### src/rtl/par_out_pkg.sv
package par_out_pkg;
    localparam int NCH_DEF  = 8;
    localparam int HOLD_DEF = 16;

    // synchronized host strobes, one bundle
    typedef struct packed {
        logic cs_n;
        logic wr_n;
        logic dis_n;
    } strobe_t;

    typedef enum logic {
        MODE_LATCHED = 1'b0,
        MODE_DIRECT  = 1'b1
    } mode_e;

    function automatic logic both_low(input strobe_t s);
        return !s.cs_n && !s.wr_n;
    endfunction
endpackage

### src/rtl/sync_bank.sv
module sync_bank #(
    parameter int W      = 4,
    parameter int STAGES = 2,
    parameter logic [W-1:0] RST_VAL = '0
) (
    input  logic         clk,
    input  logic         rst,
    input  logic [W-1:0] d,
    output logic [W-1:0] q
);
    logic [W-1:0] pipe [STAGES];

    for (genvar s = 0; s < STAGES; s++) begin : g_stage
        if (s == 0) begin : g_first
            always_ff @(posedge clk) begin
                if (rst) pipe[s] <= RST_VAL;
                else     pipe[s] <= d;
            end
        end else begin : g_rest
            always_ff @(posedge clk) begin
                if (rst) pipe[s] <= RST_VAL;
                else     pipe[s] <= pipe[s-1];
            end
        end
    end

    assign q = pipe[STAGES-1];
endmodule

### src/rtl/latch_ctrl.sv
module latch_ctrl
    import par_out_pkg::*;
#(
    parameter int NCH = NCH_DEF
) (
    input  logic           clk,
    input  logic           rst,
    input  strobe_t        st,
    input  logic [NCH-1:0] din_s,
    output logic [NCH-1:0] out_q,
    output logic [NCH-1:0] stage_q
);
    logic cs_prev;
    logic cs_rise;

    assign cs_rise = st.cs_n && !cs_prev;

    always_ff @(posedge clk) begin
        if (rst) begin
            cs_prev <= 1'b1;
            stage_q <= '0;
            out_q   <= '0;
        end else begin
            cs_prev <= st.cs_n;
            if (!st.dis_n) begin
                stage_q <= '0;
                out_q   <= '0;
            end else begin
                if (both_low(st)) stage_q <= din_s;
                if (cs_rise)      out_q   <= stage_q;
            end
        end
    end

    // disable clears both storage stages
    p_clear_r5: assert property (@(posedge clk) disable iff (rst)
        !st.dis_n |=> (out_q == '0 && stage_q == '0));
    // the stage holds unless both strobes are low
    p_stage_hold_r2: assert property (@(posedge clk) disable iff (rst)
        (st.dis_n && !both_low(st)) |=> $stable(stage_q));
    // the output changes only on a chip select rise
    p_out_hold_r3: assert property (@(posedge clk) disable iff (rst)
        (st.dis_n && !cs_rise) |=> $stable(out_q));
    // a commit copies the staged byte
    p_commit_r3: assert property (@(posedge clk) disable iff (rst)
        (st.dis_n && cs_rise) |=> out_q == $past(stage_q));
endmodule

### src/rtl/direct_detect.sv
module direct_detect
    import par_out_pkg::*;
#(
    parameter int HOLD = HOLD_DEF
) (
    input  logic    clk,
    input  logic    rst,
    input  strobe_t st,
    output mode_e   mode
);
    localparam int CW = $clog2(HOLD + 1);
    localparam logic [CW-1:0] LIMIT = CW'(HOLD);

    logic [CW-1:0] cnt;

    always_ff @(posedge clk) begin
        if (rst || !st.dis_n || !both_low(st)) cnt <= '0;
        else if (cnt != LIMIT)                 cnt <= cnt + 1'b1;
    end

    assign mode = (cnt == LIMIT) ? MODE_DIRECT : MODE_LATCHED;

    // direct mode starts only with both strobes low
    p_enter_r6: assert property (@(posedge clk) disable iff (rst)
        $rose(mode == MODE_DIRECT) |-> $past(both_low(st)));
    // disable drops direct mode on the next clock
    p_dis_exit_r8: assert property (@(posedge clk) disable iff (rst)
        !st.dis_n |=> mode == MODE_LATCHED);
endmodule

### src/rtl/par_out_ctrl.sv
module par_out_ctrl
    import par_out_pkg::*;
#(
    parameter int NCH         = NCH_DEF,
    parameter int SYNC_STAGES = 2,
    parameter int DIRECT_HOLD = HOLD_DEF
) (
    input  logic           clk,
    input  logic           rst,
    input  logic           cs_n,
    input  logic           wr_n,
    input  logic           dis_n,
    input  logic [NCH-1:0] din,
    output logic [NCH-1:0] out_en
);
    localparam int SW = NCH + 3;
    localparam logic [SW-1:0] SRST = {3'b111, {NCH{1'b0}}};

    logic [SW-1:0]  raw_bus, syn_bus;
    strobe_t        st;
    logic [NCH-1:0] din_s, out_q, stage_q;
    mode_e          mode;

    assign raw_bus = {cs_n, wr_n, dis_n, din};

    sync_bank #(.W(SW), .STAGES(SYNC_STAGES), .RST_VAL(SRST)) u_sync (
        .clk(clk), .rst(rst), .d(raw_bus), .q(syn_bus)
    );

    assign st    = strobe_t'(syn_bus[SW-1 -: 3]);
    assign din_s = syn_bus[NCH-1:0];

    latch_ctrl #(.NCH(NCH)) u_latch (
        .clk(clk), .rst(rst), .st(st), .din_s(din_s),
        .out_q(out_q), .stage_q(stage_q)
    );

    direct_detect #(.HOLD(DIRECT_HOLD)) u_direct (
        .clk(clk), .rst(rst), .st(st), .mode(mode)
    );

    // raw disable gates the enables with no clock in the path
    always_comb begin
        if (!dis_n)                   out_en = '0;
        else if (mode == MODE_DIRECT) out_en = din_s;
        else                          out_en = out_q;
    end

    // reset leaves the stage empty and the mode latched
    p_reset_r7: assert property (@(posedge clk)
        $past(rst) |-> (stage_q == '0 && out_q == '0 && mode == MODE_LATCHED));
endmodule

### config.mk
export PLATFORM = sky130hd
export DESIGN_NAME = par_out_ctrl
export DESIGN_NICKNAME = d
export VERILOG_FILES = /design/src/rtl/par_out_pkg.sv /design/src/rtl/sync_bank.sv /design/src/rtl/latch_ctrl.sv /design/src/rtl/direct_detect.sv /design/src/rtl/par_out_ctrl.sv
export SDC_FILE = /design/constraint.sdc
export NUM_CORES = 1
export LEC_CHECK = 0
export CORE_UTILIZATION = 25
export CTS_CLUSTER_DIAMETER = 150
export DETAILED_ROUTE_END_ITERATION = 10
export PLACE_DENSITY = 0.42
export SKIP_LAST_GASP = 1
export SYNTH_ARGS = -nofsm -noshare
export SYNTH_HDL_FRONTEND = slang
export SYNTH_SLANG_ARGS = --single-unit
### constraint.sdc
create_clock -name clk -period 3.6 [get_ports clk]
set_clock_uncertainty 0.1 [all_clocks]
set_input_delay 0.72 -clock clk [delete_from_list [all_inputs] [get_ports clk]]
set_output_delay 0.72 -clock clk [all_outputs]
set_load 0.02 [all_outputs]
==> results.cfg <==
[grt]
grt_pass1_wl_mm = 4.84
grt_pass1_vias = 1015
grt_util_all_layers_pct = 9.97
grt_overflow = 0
antenna_found_initial = 0
grt_max_degree = 25

[drt]
drt_iter0_markers = 85
drc = 0
wl_mm = 2.89
routedWlPerCell_microns = 11.1
ant_nets = 0
routed_via_density = 4.20
drt-pass1-iter-count = 4
vias = 1092

[logic_synthesis]
yosysUniqueCellTypes = 25
async_flop_share_pct = 0
syn_nets = 180
synth_largest_area_cell = dfxtp_1
synth_edf_count = 0
synth_ff_type = dfxtp_1
synth_top_area_share_pct = 55.5
syn_inst = 165
synth_area_sq_mm = 0.00159
synth_warnings = 0
avgSynthCellArea_sq_um = 9.62
ys_seq_area_share_pct = 55.5
ys_ff_latch = 44
synth_area_leaders = dfxtp_1, nor2b_1, nand2_1

[timing]
tns_ps = 0
hold_viol_final = 0
maxClockFrequency_mhz = 318
fin_crit_sh_pct = 87.2
rsz0062_at_grt = false
min_period_ps = 3140
maxSlewHeadroom_pct = 55.0
setup_viol = 0
finalMaxSlewViolations = 0
worst_pin_slew_ps = 675

[floorplanning]
ioPinCount = 21
die_area_sq_mm = 0.00667
rows = 28
initial_core_util_pct = 26.3
core_sq_mm = 0.00603
die_w_microns = 81.7
die_h_microns = 81.7

[final_layout]
multi_input_area_sq_um = 644
drive_above_1_share_pct = 9.19
regArea_sq_um = 881
syn_to_final_growth_pct = 21.8
post-route-util_pct = 32.1
nNetsFinal = 199
antenna_cells = 0
fillers = 625

[setup_path]
crit_path_end_kind = output port
cp_cell_sequence = inv_1 > ha_1 > nand4bb_1 > nand2_1 > a21boi_1 > clkdlybuf4s50_1
cp_max_fo = 11
crit_slowest_cell = clkdlybuf4s50_1
worstPathRequired_ps = 2780
critPathArrivalTime_ps = 2320
setup.worst_path.class = flop to output port
start_kind = flop
slowest_delay_ps = 650

[clock_network]
clk_latency_ps = 290
cts_setup_buffers = 0
cts_tree = built
cts_buffer_depth = 2
cts_resized = 0
htreeDepth = 2
clock-sinks = 44
numCtsBuffers = 5
clkTransAtPathRegs_ps = 80
cts_root_buf = clkbuf_8
cts_hold_buf = 0

[place]
portBuffers = 20
dp_hpwl_mm = 1.99
gp_congestion = 0.681

[pwr]
p_per_area_mw_per_mm2 = 445
p_leak_nw = 0.651
clock_power_share_pct = 37.2
power.internal_mw = 0.675
combPwrFrac_pct = 4.1
pwr-share-seq_pct = 58.7
switchingPower_mw = 0.185
max-vdd-ir-drop_mv = 0.169
p_sw_share_pct = 21.5

[outcome]
status = complete, no violations

[flow_run]
drv_cap = 0

[hold_path]
hp-class = flop to flop
-- path summary, 6_finish.rpt --
| path | startpoint | to | slack, ps | depth (start not counted) |
|---|---|---|---|---|
| setup / recovery | u_direct.cnt[0] | out_en[5] | 460 | 6 |
| hold / removal | u_sync.pipe[0][10] | u_sync.pipe[1][10] | 320 | 1 |
| setup reg to reg | u_sync.pipe[1][10] | u_latch.out_q[6] | 1960 | 3 |
| hold reg to reg | u_sync.pipe[0][10] | u_sync.pipe[1][10] | 320 | 1 |
-- logic make-up after synthesis --
family | synth area share [%]
AND/OR/NAND/NOR | 23.2
flip-flops | 55.5
AO/OA/AOI/OAI | 9.15
buffers and inverters | 3.86
multiplexers | 5.05
XOR/XNOR | 1.66
adder cells (fa/ha/maj) | 1.58
-- power by group through the flow --
stage / clock network [mW] / logic [mW] / registers [mW]
after global placement: 0 / 0.0351 / 0.516
after CTS: 0.331 / 0.0357 / 0.505
after floorplan: 0 / 0.0216 / 0.512
after detailed placement: 0 / 0.0356 / 0.516
final: 0.320 / 0.0352 / 0.505
after global routing: 0.351 / 0.0390 / 0.506
-- sequential cells by signal (all words and copies together), names as in the netlist --
| register | cells |
|---|---|
| u_latch.out_q | 8 |
| u_latch.stage_q | 8 |
| u_latch.cs_prev | 1 |
| u_direct.cnt | 5 |
| u_sync.pipe | 22 |
-- metrics by stage --
stage | area [sq um] | setup WS [ps] | hold slack [ps] | std cells | total power, mW
6_report | 1930 | 460 | 316 | 260 | 0.860
5_1_grt | 1930 | 324 | 333 | 260 | 0.896
4_1_cts | 1930 | 448 | 319 | 260 | 0.872
3_5_place_dp | 1830 | 490 | 299 | 252 | 0.552
3_3_place_gp | 1830 | 531 | 295 | 252 | 0.551
2_1_floorplan | 1590 | 1480 | 289 | 165 | 0.534
-- layout by cell type (no fill, tap or decap), types with 4 or more instances in the layout --
cell type / n
a21boi_1: 8
mux2i_1: 8
o21ai_1: 4
dfxtp_1: 44
a21oi_1: 9
nor2b_1: 16
nor2_1: 13
or2_2: 7
nand2_1: 26
clkdlybuf4s50_1: 20
o21ai_0: 4
clkbuf_8: 6
-- cells in the mapped netlist (all sizes together), types with 3 or more instances --
cell	n
a21boi	8
a21oi	9
buf	6
clkbuf	3
dfxtp	44
mux2i	8
nand2	26
nor2	14
nor2b	16
o21ai	8
or2	7
-- critical path, delay by kind of cell, from the launching register on --
| kind | cells | cell delay, ps |
|---|---|---|
| AOI/OAI and AO/OA | 1 | 190 |
| adders and majority gates | 1 | 210 |
| and+or+nand+nor | 2 | 520 |
| buffers and inverters | 2 | 720 |
| DFF | 1 | 380 |
-- final cells by class --
class | count | share of cell area, %
Multi-Input combinational cell | 110 | 33.4
Timing Repair Buffer | 21 | 10.8
Inverter | 2 | 0.389
Clock buffer | 6 | 4.27
Tap cell | 75 | 4.86
Clock inverter | 2 | 0.777
Sequential cell | 44 | 45.6
-- routing by layer --
layer,vias to the layer above,global-route usage (%),share of wire (%)
met4,0,6.49,2.7
met3,6,3.00,4.9
met5,-,0,0
met1,491,12.8,50
met2,30,14.4,43
li1,565,-,-
Power figures use the tool's default switching activity.
